--- src/rtl/pwr_pkg.sv ---
package pwr_pkg;

  localparam int CODE_W = 3;
  localparam int DIV_W  = 5;

  localparam logic [CODE_W-1:0] SPD_FULL = 3'd0;
  localparam logic [CODE_W-1:0] SPD_HALF = 3'd1;
  localparam logic [CODE_W-1:0] SPD_SLOW = 3'd4;

  // Strobes from control to datapath
  typedef struct packed {
    logic wrSpeed;
    logic wrMask;
    logic sleeping;
    logic cpuRun;
  } ctlStrobe_t;

  // Divide ratio for a speed code; zero marks a reserved code
  function automatic logic [DIV_W-1:0] codeToDiv(input logic [CODE_W-1:0] code);
    case (code)
      SPD_FULL: return DIV_W'(1);
      SPD_HALF: return DIV_W'(2);
      SPD_SLOW: return DIV_W'(16);
      default:  return '0;
    endcase
  endfunction

endpackage

--- src/rtl/pwrSleepCtl_ctrl.sv ---
module pwrSleepCtl_ctrl
  import pwr_pkg::*;
#(
  parameter int AW        = 16,
  parameter int DW        = 16,
  parameter logic [AW-1:0] PWR_ADDR  = 'hC00A,
  parameter logic [AW-1:0] SPD_ADDR  = 'hC008,
  parameter logic [AW-1:0] MASK_ADDR = 'hC00C,
  parameter int SLEEP_BIT = 1,
  parameter int SETTLE    = 16
) (
  input  logic          clk,
  input  logic          rstN,
  input  logic          busWr,
  input  logic [AW-1:0] busAddr,
  input  logic [DW-1:0] busWdata,
  input  logic          wakeHit,
  output ctlStrobe_t    strb
);

  localparam int CNT_W = $clog2(SETTLE + 1);
  localparam logic [CNT_W-1:0] SETTLE_V = CNT_W'(SETTLE);

  logic             sleepBit;
  logic             sleepNext;
  logic [CNT_W-1:0] settleCnt;
  logic             pwrWrite;

  assign pwrWrite = busWr && (busAddr == PWR_ADDR);

  // Bus write sets or clears sleep; an enabled wake overrides it
  always_comb begin
    sleepNext = sleepBit;
    if (pwrWrite) sleepNext = busWdata[SLEEP_BIT];
    if (sleepBit && wakeHit) sleepNext = 1'b0;
  end

  always_ff @(posedge clk or negedge rstN) begin
    if (!rstN) begin
      sleepBit  <= 1'b0;
      settleCnt <= '0;
    end else begin
      sleepBit <= sleepNext;
      if (sleepBit && !sleepNext)
        settleCnt <= SETTLE_V;
      else if (!sleepBit && settleCnt != '0)
        settleCnt <= settleCnt - CNT_W'(1);
    end
  end

  assign strb.wrSpeed  = busWr && (busAddr == SPD_ADDR);
  assign strb.wrMask   = busWr && (busAddr == MASK_ADDR);
  assign strb.sleeping = sleepBit;
  assign strb.cpuRun   = !sleepBit && (settleCnt == '0);

  AST_WAKE_ENDS_SLEEP: assert property (@(posedge clk) disable iff (!rstN)
    sleepBit && wakeHit |=> !sleepBit);

  AST_WRITE_ENTERS_SLEEP: assert property (@(posedge clk) disable iff (!rstN)
    pwrWrite && busWdata[SLEEP_BIT] && !sleepBit |=> sleepBit);

  AST_SETTLE_HOLDS_CPU: assert property (@(posedge clk) disable iff (!rstN)
    $fell(sleepBit) |-> !strb.cpuRun);

endmodule

--- src/rtl/pwrSleepCtl_dp.sv ---
module pwrSleepCtl_dp
  import pwr_pkg::*;
#(
  parameter int AW        = 16,
  parameter int DW        = 16,
  parameter int MEM_AW    = 16,
  parameter int GPIO_W    = 16,
  parameter int WAKE_W    = 8,
  parameter logic [AW-1:0] PWR_ADDR  = 'hC00A,
  parameter logic [AW-1:0] SPD_ADDR  = 'hC008,
  parameter logic [AW-1:0] MASK_ADDR = 'hC00C,
  parameter int SLEEP_BIT = 1
) (
  input  logic              clk,
  input  logic              rstN,
  input  ctlStrobe_t        strb,
  input  logic              busRd,
  input  logic [AW-1:0]     busAddr,
  input  logic [DW-1:0]     busWdata,
  output logic [DW-1:0]     busRdata,
  input  logic [WAKE_W-1:0] wakeIn,
  output logic              wakeHit,
  input  logic [MEM_AW-1:0] cpuAddr,
  output logic [MEM_AW-1:0] memAddr,
  input  logic [GPIO_W-1:0] gpioDirIn,
  input  logic [GPIO_W-1:0] gpioValIn,
  output logic [GPIO_W-1:0] gpioDirOut,
  output logic [GPIO_W-1:0] gpioValOut,
  output logic              cpuClkEn
);

  logic [CODE_W-1:0] speedCode;
  logic [DIV_W-1:0]  divN;
  logic [DIV_W-1:0]  divCnt;
  logic [DIV_W-1:0]  newDiv;
  logic [WAKE_W-1:0] maskReg;
  logic [GPIO_W-1:0] dirHold;
  logic [GPIO_W-1:0] valHold;
  logic              lastTick;

  assign newDiv = codeToDiv(busWdata[CODE_W-1:0]);

  // Configuration registers
  always_ff @(posedge clk or negedge rstN) begin
    if (!rstN) begin
      speedCode <= SPD_FULL;
      divN      <= DIV_W'(1);
      maskReg   <= '0;
    end else begin
      if (strb.wrSpeed && newDiv != '0) begin
        speedCode <= busWdata[CODE_W-1:0];
        divN      <= newDiv;
      end
      if (strb.wrMask) maskReg <= busWdata[WAKE_W-1:0];
    end
  end

  // CPU clock-enable divider, one pulse per divN cycles
  assign lastTick = (divCnt == divN - DIV_W'(1));

  always_ff @(posedge clk or negedge rstN) begin
    if (!rstN)
      divCnt <= '0;
    else if (!strb.cpuRun)
      divCnt <= '0;
    else if (strb.wrSpeed && newDiv != '0)
      divCnt <= '0;
    else if (lastTick)
      divCnt <= '0;
    else
      divCnt <= divCnt + DIV_W'(1);
  end

  assign cpuClkEn = strb.cpuRun && lastTick;
  assign wakeHit  = |(wakeIn & maskReg);
  assign memAddr  = strb.sleeping ? '0 : cpuAddr;

  // GPIO freeze, one cell per pad
  for (genvar g = 0; g < GPIO_W; g++) begin : gHold
    always_ff @(posedge clk or negedge rstN) begin
      if (!rstN) begin
        dirHold[g] <= 1'b0;
        valHold[g] <= 1'b0;
      end else if (!strb.sleeping) begin
        dirHold[g] <= gpioDirIn[g];
        valHold[g] <= gpioValIn[g];
      end
    end
    assign gpioDirOut[g] = strb.sleeping ? dirHold[g] : gpioDirIn[g];
    assign gpioValOut[g] = strb.sleeping ? valHold[g] : gpioValIn[g];
  end

  // Read mux
  always_comb begin
    busRdata = '0;
    if (busRd) begin
      case (busAddr)
        PWR_ADDR:  busRdata[SLEEP_BIT]     = strb.sleeping;
        SPD_ADDR:  busRdata[CODE_W-1:0]    = speedCode;
        MASK_ADDR: busRdata[WAKE_W-1:0]    = maskReg;
        default:   busRdata                = '0;
      endcase
    end
  end

  AST_RESERVED_KEEPS_RATE: assert property (@(posedge clk) disable iff (!rstN)
    strb.wrSpeed && newDiv == '0 |=> $stable(speedCode) && $stable(divN));

  AST_GPIO_FROZEN: assert property (@(posedge clk) disable iff (!rstN)
    strb.sleeping && $past(strb.sleeping) |-> $stable(gpioDirOut) && $stable(gpioValOut));

  AST_NO_CPU_IN_SLEEP: assert property (@(posedge clk) disable iff (!rstN)
    strb.sleeping |-> !cpuClkEn);

endmodule

--- src/rtl/pwrSleepCtl.sv ---
module pwrSleepCtl
  import pwr_pkg::*;
#(
  parameter int AW        = 16,
  parameter int DW        = 16,
  parameter int MEM_AW    = 16,
  parameter int GPIO_W    = 16,
  parameter int WAKE_W    = 8,
  parameter logic [AW-1:0] PWR_ADDR  = 'hC00A,
  parameter logic [AW-1:0] SPD_ADDR  = 'hC008,
  parameter logic [AW-1:0] MASK_ADDR = 'hC00C,
  parameter int SLEEP_BIT = 1,
  parameter int SETTLE    = 16
) (
  input  logic              clk,
  input  logic              rstN,
  input  logic              busWr,
  input  logic              busRd,
  input  logic [AW-1:0]     busAddr,
  input  logic [DW-1:0]     busWdata,
  output logic [DW-1:0]     busRdata,
  input  logic [WAKE_W-1:0] wakeIn,
  input  logic [MEM_AW-1:0] cpuAddr,
  output logic [MEM_AW-1:0] memAddr,
  input  logic [GPIO_W-1:0] gpioDirIn,
  input  logic [GPIO_W-1:0] gpioValIn,
  output logic [GPIO_W-1:0] gpioDirOut,
  output logic [GPIO_W-1:0] gpioValOut,
  output logic              cpuClkEn,
  output logic              xtalOutEn,
  output logic              pllEn,
  output logic              boosterEn,
  output logic              xcvrEn
);

  ctlStrobe_t strb;
  logic       wakeHit;

  pwrSleepCtl_ctrl #(
    .AW(AW), .DW(DW), .PWR_ADDR(PWR_ADDR), .SPD_ADDR(SPD_ADDR),
    .MASK_ADDR(MASK_ADDR), .SLEEP_BIT(SLEEP_BIT), .SETTLE(SETTLE)
  ) uCtrl (
    .clk(clk), .rstN(rstN), .busWr(busWr), .busAddr(busAddr),
    .busWdata(busWdata), .wakeHit(wakeHit), .strb(strb)
  );

  pwrSleepCtl_dp #(
    .AW(AW), .DW(DW), .MEM_AW(MEM_AW), .GPIO_W(GPIO_W), .WAKE_W(WAKE_W),
    .PWR_ADDR(PWR_ADDR), .SPD_ADDR(SPD_ADDR), .MASK_ADDR(MASK_ADDR),
    .SLEEP_BIT(SLEEP_BIT)
  ) uDp (
    .clk(clk), .rstN(rstN), .strb(strb), .busRd(busRd), .busAddr(busAddr),
    .busWdata(busWdata), .busRdata(busRdata), .wakeIn(wakeIn),
    .wakeHit(wakeHit), .cpuAddr(cpuAddr), .memAddr(memAddr),
    .gpioDirIn(gpioDirIn), .gpioValIn(gpioValIn), .gpioDirOut(gpioDirOut),
    .gpioValOut(gpioValOut), .cpuClkEn(cpuClkEn)
  );

  // Oscillator and PLL return first; booster and transceiver wait for settle
  assign xtalOutEn = !strb.sleeping;
  assign pllEn     = !strb.sleeping;
  assign boosterEn = strb.cpuRun;
  assign xcvrEn    = strb.cpuRun;

  AST_PLL_BEFORE_CPU: assert property (@(posedge clk) disable iff (!rstN)
    $fell(strb.sleeping) |-> pllEn && !cpuClkEn && !xcvrEn);

endmodule

--- config.mk ---
export PLATFORM = sky130hd
export DESIGN_NAME = pwrSleepCtl
export DESIGN_NICKNAME = d
export VERILOG_FILES = /design/src/rtl/pwr_pkg.sv /design/src/rtl/pwrSleepCtl_ctrl.sv /design/src/rtl/pwrSleepCtl_dp.sv /design/src/rtl/pwrSleepCtl.sv
export SDC_FILE = /design/constraint.sdc
export NUM_CORES = 1
export LEC_CHECK = 0
export BUFFER_PORTS_ARGS = -buffer_cell sky130_fd_sc_hd__buf_2
export CAP_MARGIN = 0
export CORE_MARGIN = 2
export CORE_UTILIZATION = 40
export DETAILED_ROUTE_END_ITERATION = 10
export PLACE_DENSITY = 0.76
export REMOVE_ABC_BUFFERS = 1
export SLEW_MARGIN = 20
export SYNTH_ARGS = -nofsm -noshare
export SYNTH_HDL_FRONTEND = slang
export SYNTH_SLANG_ARGS = --single-unit
--- constraint.sdc ---
create_clock -name clk -period 1.7 [get_ports clk]
set_input_delay 0.085 -clock clk [delete_from_list [all_inputs] [get_ports clk]]
set_output_delay 0.085 -clock clk [all_outputs]
set_load 0.005 [all_outputs]
# [Yosys cells after proc, flatten, opt, wreduce, memory -nomap -nowiden]
# Index checks and enable logic that the tools add are counted.
[word_totals] wordCells=111 reg_bits=59
[classes] n_mux=46 reduce_logical=17 n_eq_ne=6 bitwise_logic=1 addsub=3
[op_table] op="$eq 16x16->1 const B" n=3
[op_table] op="$mux 1" n=34
[op_table] op="$mux 5" n=6
[op_table] op="$mux 16" n=1
[op_table] op="$pmux 5 s3" n=1
[op_table] op="$reduce_bool 5->1" n=2
[op_table] op="$sub 5x1->5 const B" n=2
[op_table] op="$logic_and 1x1->1" n=9
[op_table] op="$and 8x8->8" n=1
[op_table] op="$mux 8" n=1
[op_table] op="$reduce_or 8->1" n=1
[op_table] op="$add 5x1->5 const B" n=1
[op_table] op="$eq 5x5->1" n=1
[op_table] op="$logic_not 5->1" n=1
[op_table] op="$pmux 1 s2" n=2
[op_table] op="$eq 3x1->1 const B" n=1
[op_table] op="$eq 3x3->1 const B" n=1
[op_table] op="$logic_not 3->1" n=1
[op_table] op="$pmux 1 s3" n=1
[op_table] op="$logic_not 1->1" n=2
[op_table] op="$reduce_bool 2->1" n=1

# [Logic depth before layout (Yosys ltp)]
[logic_depth] depth_word=7 ltp_mapped=7

# [Hierarchy]
# From an unflattened synthesis, not the netlist that was laid out.
[hier_totals] hier_cells=239 hier_area_um2=2845.2
[modules_own_cells] mod="pwrSleepCtl_dp" area_per_inst_um2=2361.0 seq_area_each_um2=1277.5 cells_each=188 instances=1
[modules_own_cells] mod="pwrSleepCtl_ctrl" area_per_inst_um2=465.4 seq_area_each_um2=150.1 cells_each=48 instances=1
[modules_own_cells] mod="pwrSleepCtl" area_per_inst_um2=18.8 seq_area_each_um2=0.0 cells_each=3 instances=1

# [Worst setup path before layout]
# OpenSTA, ideal clock, no wires.
[synth_timing] path_kind="register to register" start="register uCtrl.settleCnt[0]" end="register uCtrl.settleCnt[0]" path_slack_ns=-0.037 stages_incl_launch_ff=8 t_required_ns=1.580 setup_time_ns=0.120 arrival_ns=1.617 path_cell_list="dfrtp_1 inv_1 ha_1 or4b_1 buf_2 xnor2_1 nor2_1 a31o_2"
[synth_via] elab_chain_cells=3 word_cells_on_any_way=6 cone_classes="add/sub: 1; mux: 2; reduce/logical: 3"
[synth_lines] item="from (decl)" line_no="pwrSleepCtl_ctrl.sv:26" text="logic [CNT_W-1:0] settleCnt;"
[synth_lines] item="from (signal assigned)" line_no="pwrSleepCtl_ctrl.sv:47" text="settleCnt <= settleCnt - CNT_W'(1);"
[synth_lines] item="$sub 5x1->5 / $reduce_bool 5->1 (equally long branches)" line_no="pwrSleepCtl_ctrl.sv:47, pwrSleepCtl_ctrl.sv:46"
[synth_lines] item="$mux 5 / $logic_and 1x1->1 (equally long branches)" line_no="pwrSleepCtl_ctrl.sv:46" text="else if (!sleepBit && settleCnt != '0)"
[synth_lines] item="$mux 5 / $reduce_bool 2->1 (equally long branches)"
# Parallel ways exist; a longest one is shown, timed or not. The select of a mux whose other input is x is not followed.
# A chain may end at the register's enable or synchronous reset.

# [Worst setup path in the final report]
[layout_timing] start="register uCtrl.settleCnt[0]" end="output cpuClkEn"
[layout_via] elab_chain_cells=3
[layout_lines] item="$logic_not 5->1" line_no="pwrSleepCtl_ctrl.sv:54" text="assign strb.cpuRun = !sleepBit && (settleCnt == '0);"
[layout_lines] item="$logic_and 1x1->1" line_no="pwrSleepCtl_ctrl.sv:54"
[layout_lines] item="$logic_and 1x1->1" line_no="pwrSleepCtl_dp.sv:74" text="assign cpuClkEn = strb.cpuRun && lastTick;"
[layout_lines] item="to (decl)" line_no="pwrSleepCtl.sv:29" text="output logic cpuClkEn,"
# No other way between the ends.

==> out/metrics.sh <==
IO_BUFFER_COUNT=144
MAXCAPVIOLATIONS=0
CLK_LATENCY_NS=0.33
ROUTE.DETAILED.VIAS_PER_INST=4.730
PLACEDCELLCOUNT=479
NUMCTSBUFFERS=9
POWER_FRAC_SEQ_PCT=43.2
SYNTH-XOR-AREA-SHARE_PCT=2.143
TOP_LEVEL_PORT_COUNT=161
HOLD_CLASS='in -> reg'
WORSTSETUPENDPOINTTYPE='output pin'
GLOBALPLACE.CONGESTION=0.8146
CP-START-KIND='flop'
TRITONCTS_CLOCK_TREE='done'
DIE_W_UM=88.58
POST_SYN_AREA_PER_CELL_UM2=12.07
DIE_AREA_UM2=7846
PLACE.DETAILED.HPWL_UM=4988
INSERTEDDIODECOUNT=0
SETUP_REPAIR_AFTER_GLOBAL_ROUTING_MISSED_ITS_MARGIN='true'
PIN_COUNT_OF_THE_BIGGEST_NET_ENTERING_GLOBAL_ROUTING=43
POST-ROUTE-CELL-AREA_UM2=4342
SYNTH.FF_LATCH_COUNT=57
SYNTH.AREA.MUX_SHARE_PCT=18.19
WORST_EP_REQUIRED_TIME_NS=1.62
DRT-INITIAL-DRC-COUNT=77
DRC_ERRORS=0
CLOCK_POWER_SHARE_PCT=33.6
ROWS=30
TOTAL_VIAS_IN_THE_FINAL_ROUTE=2483
INSTANCES_NO_FILL=525
OVERFLOW_LEFT_AFTER_GLOBAL_ROUTING=0
CRITICAL_PATH.MAX_FANOUT=4
IR_DROP_mV=0.7171
CTS.CLK_SLEW.WORST_PATHS_NS=0.06
POWER.COMBINATIONAL.FRACTION_PCT=23.1
YOSYS.AREA.TOP_TYPE='sky130_fd_sc_hd__dfrtp_1'
MAXIMUM_SINGLE_STAGE_DELAY_ON_THE_CRITICAL_PATH_NS=0.51
CP.ARRIVAL_NS=1.89
FRACTION_OF_POWER_SPENT_SWITCHING_NETS_PCT=24.93
CLOCKBUFFERDEPTH=2
TIMING.SETUP.TNS_NS=-0.9067
FIRST_PASS_GRT_WIRE_LENGTH_UM=11070
FINAL-MAX-SLEW-VIOLATION-COUNT=0
CTS_NUM_SINKS=57
LEADING_CELL_TYPE_BY_NUMBER_OF_INSTANCES_AFTER_SYNTHESIS='sky130_fd_sc_hd__dfrtp_1'
YOSYS_WARNINGS=0
SYNTH.YOSYS.SEQ_AREA_SHARE_PCT=49.89
CRIT_CHAIN='inv_1 > ha_2 > or4b_4 > nor4_4 > buf_2'
SYNTHARSTFLOPSHARE_PCT=100.0
LAYOUT_NET_COUNT=519
POST_SYNTH_AND_OR_NAND_NOR_AREA_FRACTION_PCT=16.70
SYN_AREA_UM2=2861
GRT_USAGE_PCT=18.26
REPORT.POWER.TOTAL_W=0.003531
ROOT_BUFFER='sky130_fd_sc_hd__clkbuf_8'
DOMINANT_COMBINATIONAL_CELL_FAMILY_BY_AREA_AFTER_SYNTHESIS='multiplexers'
POWER.STATIC_LEAKAGE_nW=2.191
VIAS_IN_THE_FIRST_GLOBAL_ROUTE=2475
NETLIST_TOP_CELLS_COUNT='sky130_fd_sc_hd__dfrtp_1 (56), sky130_fd_sc_hd__mux2_2 (32), sky130_fd_sc_hd__nor2b_1 (16), sky130_fd_sc_hd__buf_4 (10), sky130_fd_sc_hd__inv_1 (9)'
GRT_ANTENNA_BEFORE_REPAIR=0
SYN_INST=237
H_TREE_LEVELS=3
POWER.DENSITY_CELL_AREA_nW_PER_UM2=813.3
CRITPATHSLOWESTCELL='sky130_fd_sc_hd__or4b_4'
TIMING_WORST_SETUP_PATH_TYPE='reg -> out'
ROUTED_WIRELENGTH_UM=7121
EFFECTIVE_UTILIZATION_AT_FLOORPLAN_PCT=41.66
SLEW_HEADROOM_PCT=66.75
FIN_CRIT_NS=1.975
SYNTH_TOP_CELLS_BY_AREA='sky130_fd_sc_hd__dfrtp_1 (49%), sky130_fd_sc_hd__mux2_2 (13%), sky130_fd_sc_hd__mux2_4 (4.2%), sky130_fd_sc_hd__nor2b_1 (3.5%), sky130_fd_sc_hd__buf_4 (2.6%)'
POST_SYNTH_FA_HA_MAJ_AREA_FRACTION_PCT=1.312
YS_DOMINANT_REG_CELL='sky130_fd_sc_hd__dfrtp_1'
FINAL.HOLD.WORST_SLACK_NS=0.009126
ROUTE.DETAILED.WL_PER_INST_UM=13.56
TIMING_HOLD_VIOLATIONS_FINAL=0
WORST_SLEW_PIN_SLEW_NS=0.4942
P_SW_W=0.0008802
PLACE_AREA_UM2=3720
DIE_H_UM=88.58
MIN_PERIOD_OVER_PERIOD_PCT=116.2
TIMING.FMAX_MHz=506.3
CORE_REGION_AREA_UM2=6869
LAYOUT-DRIVE-GT1-SHARE_PCT=57.81
SYNTH_COMPOUND_AREA_SHARE_PCT=6.165
YS_TYPES=51
FILL_CELLS=559
FINAL_CRITICAL_PATH_SETUP_SLACK_NS=-0.2750
DR_PASS1_ITERATIONS=5
SYNTH-EDFF-COUNT=0
VIOLATIONS='setup timing'
SYNTH_TOP_CELL_AREA_SHARE_PCT=48.97
RUN_STATUS='finished with violations'
LARGEST_CLOCK_SKEW_IN_THE_FINAL_DESIGN_NS=0.007660
ANTENNA_VIOLATION_NET_COUNT_AFTER_DETAILED_ROUTING=0
SYNTHTOLAYOUTAREAGROWTH_PCT=51.73
P_INT_W=0.002651
FINAL_SETUP_FAILS=6
-- critical path: cells and delay by family (launching register included) --
family	cells	cell delay, ns
simple gates	2	0.79
flops	1	0.39
buf+inv	2	0.22
fa+ha+maj	1	0.17
-- routing by layer --
layer	vias up	global-route usage (%)	share of wire (%)
li1	1194	-	-
met1	1195	20.85	38
met2	82	32.67	55
met3	12	4.757	5.5
met4	0	7.025	1.5
met5	-	0	0
-- flip-flops by register name (all words and copies together) (netlist names) --
| name | flops |
|---|---|
| uDp.dirHold | 16 |
| uDp.divN | 3 |
| uDp.divCnt | 5 |
| uCtrl.settleCnt | 5 |
| uDp.maskReg | 8 |
| uDp.valHold | 16 |
| uDp.speedCode | 3 |
| uCtrl.sleepBit | 1 |
-- kinds of logic after synthesis --
logic type,Yosys count
multiplexers,44
flip-flops,57
adder cells (fa/ha/maj),3
XOR/XNOR,7
other,1
buffers and inverters,29
AND/OR/NAND/NOR,70
AO/OA/AOI/OAI,26
-- cell usage in the layout (no fill, tap or decap), drive strengths merged, types with 6 or more instances in the layout --
cell type / Yosys / routed
buf: 13 / 165
a21oi: 7 / 7
dfrtp: 56 / 56
inv: 9 / 9
nand3: 7 / 7
mux2: 40 / 40
conb: 1 / 8
nor2: 8 / 8
nor2b: 16 / 16
clkbuf: 7 / 14
nor4: 6 / 6
nand2: 6 / 6
dlygate4sd3: 0 / 24
-- area by class of cell --
| class | instances | area [µm²] | share of cell area [%] |
|---|---|---|---|
| sequential | 57 | 1429 | 32.91 |
| inverter | 9 | 33.78 | 0.7781 |
| clock buffer | 14 | 182.7 | 4.207 |
| timing repair buffer | 189 | 1149 | 26.46 |
| clock inverter | 2 | 10.01 | 0.2305 |
| multi-input combinational | 158 | 1418 | 32.65 |
| tap | 96 | 120.1 | 2.767 |
-- path summary, 6_finish.rpt --
| path | start | to | slack, ns | cells past startpoint |
|---|---|---|---|---|
| max | uCtrl.settleCnt[0]$_DFFE_PN0P_ | cpuClkEn | -0.28 | 5 |
| min | gpioValIn[4] | uDp.valHold[4]$_DFF_PN0_ | 0.009 | 2 |
| max reg2reg | uCtrl.settleCnt[0]$_DFFE_PN0P_ | uCtrl.settleCnt[0]$_DFFE_PN0P_ | -0.08 | 7 |
| min reg2reg | uDp.dirHold[11]$_DFF_PN0_ | uDp.dirHold[11]$_DFF_PN0_ | 0.49 | 1 |
| max in group asynchronous | rstN | uDp.valHold[6]$_DFF_PN0_ | 0.84 | 3 |
| min in group asynchronous | rstN | uDp.speedCode[2]$_DFFE_PN0P_ | 0.21 | 2 |
-- through the flow --
| step | setup slack [ns] | util [%] |
|---|---|---|
| 2_1_floorplan | -0.7075 | - |
| 3_3_place_gp | -0.06684 | 54.15 |
| 3_5_place_dp | -0.1322 | 54.15 |
| 4_1_cts | -0.2232 | 62.06 |
| 5_1_grt | -0.3943 | 63.21 |
| 6_report | -0.2750 | 63.21 |
-- power by group through the flow --
stage	Combinational (W)	Sequential (W)	Clock, W
final	0.000817	0.00153	0.00119
after global routing	0.000900	0.00154	0.00131
after CTS	0.000753	0.00152	0.00122
after detailed placement	0.000662	0.00155	0
after global placement	0.000643	0.00154	0
after floorplan	0.000293	0.00156	0
-- timing repair --
action	in CTS	in global routing
hold buffers	24	0
gates resized for setup	16	12
setup endpoints to repair	23	23
pin swaps	4	4
hold endpoints to repair	38	0
setup buffers	3	4
Note: power is estimated with default switching activity, not from simulation.
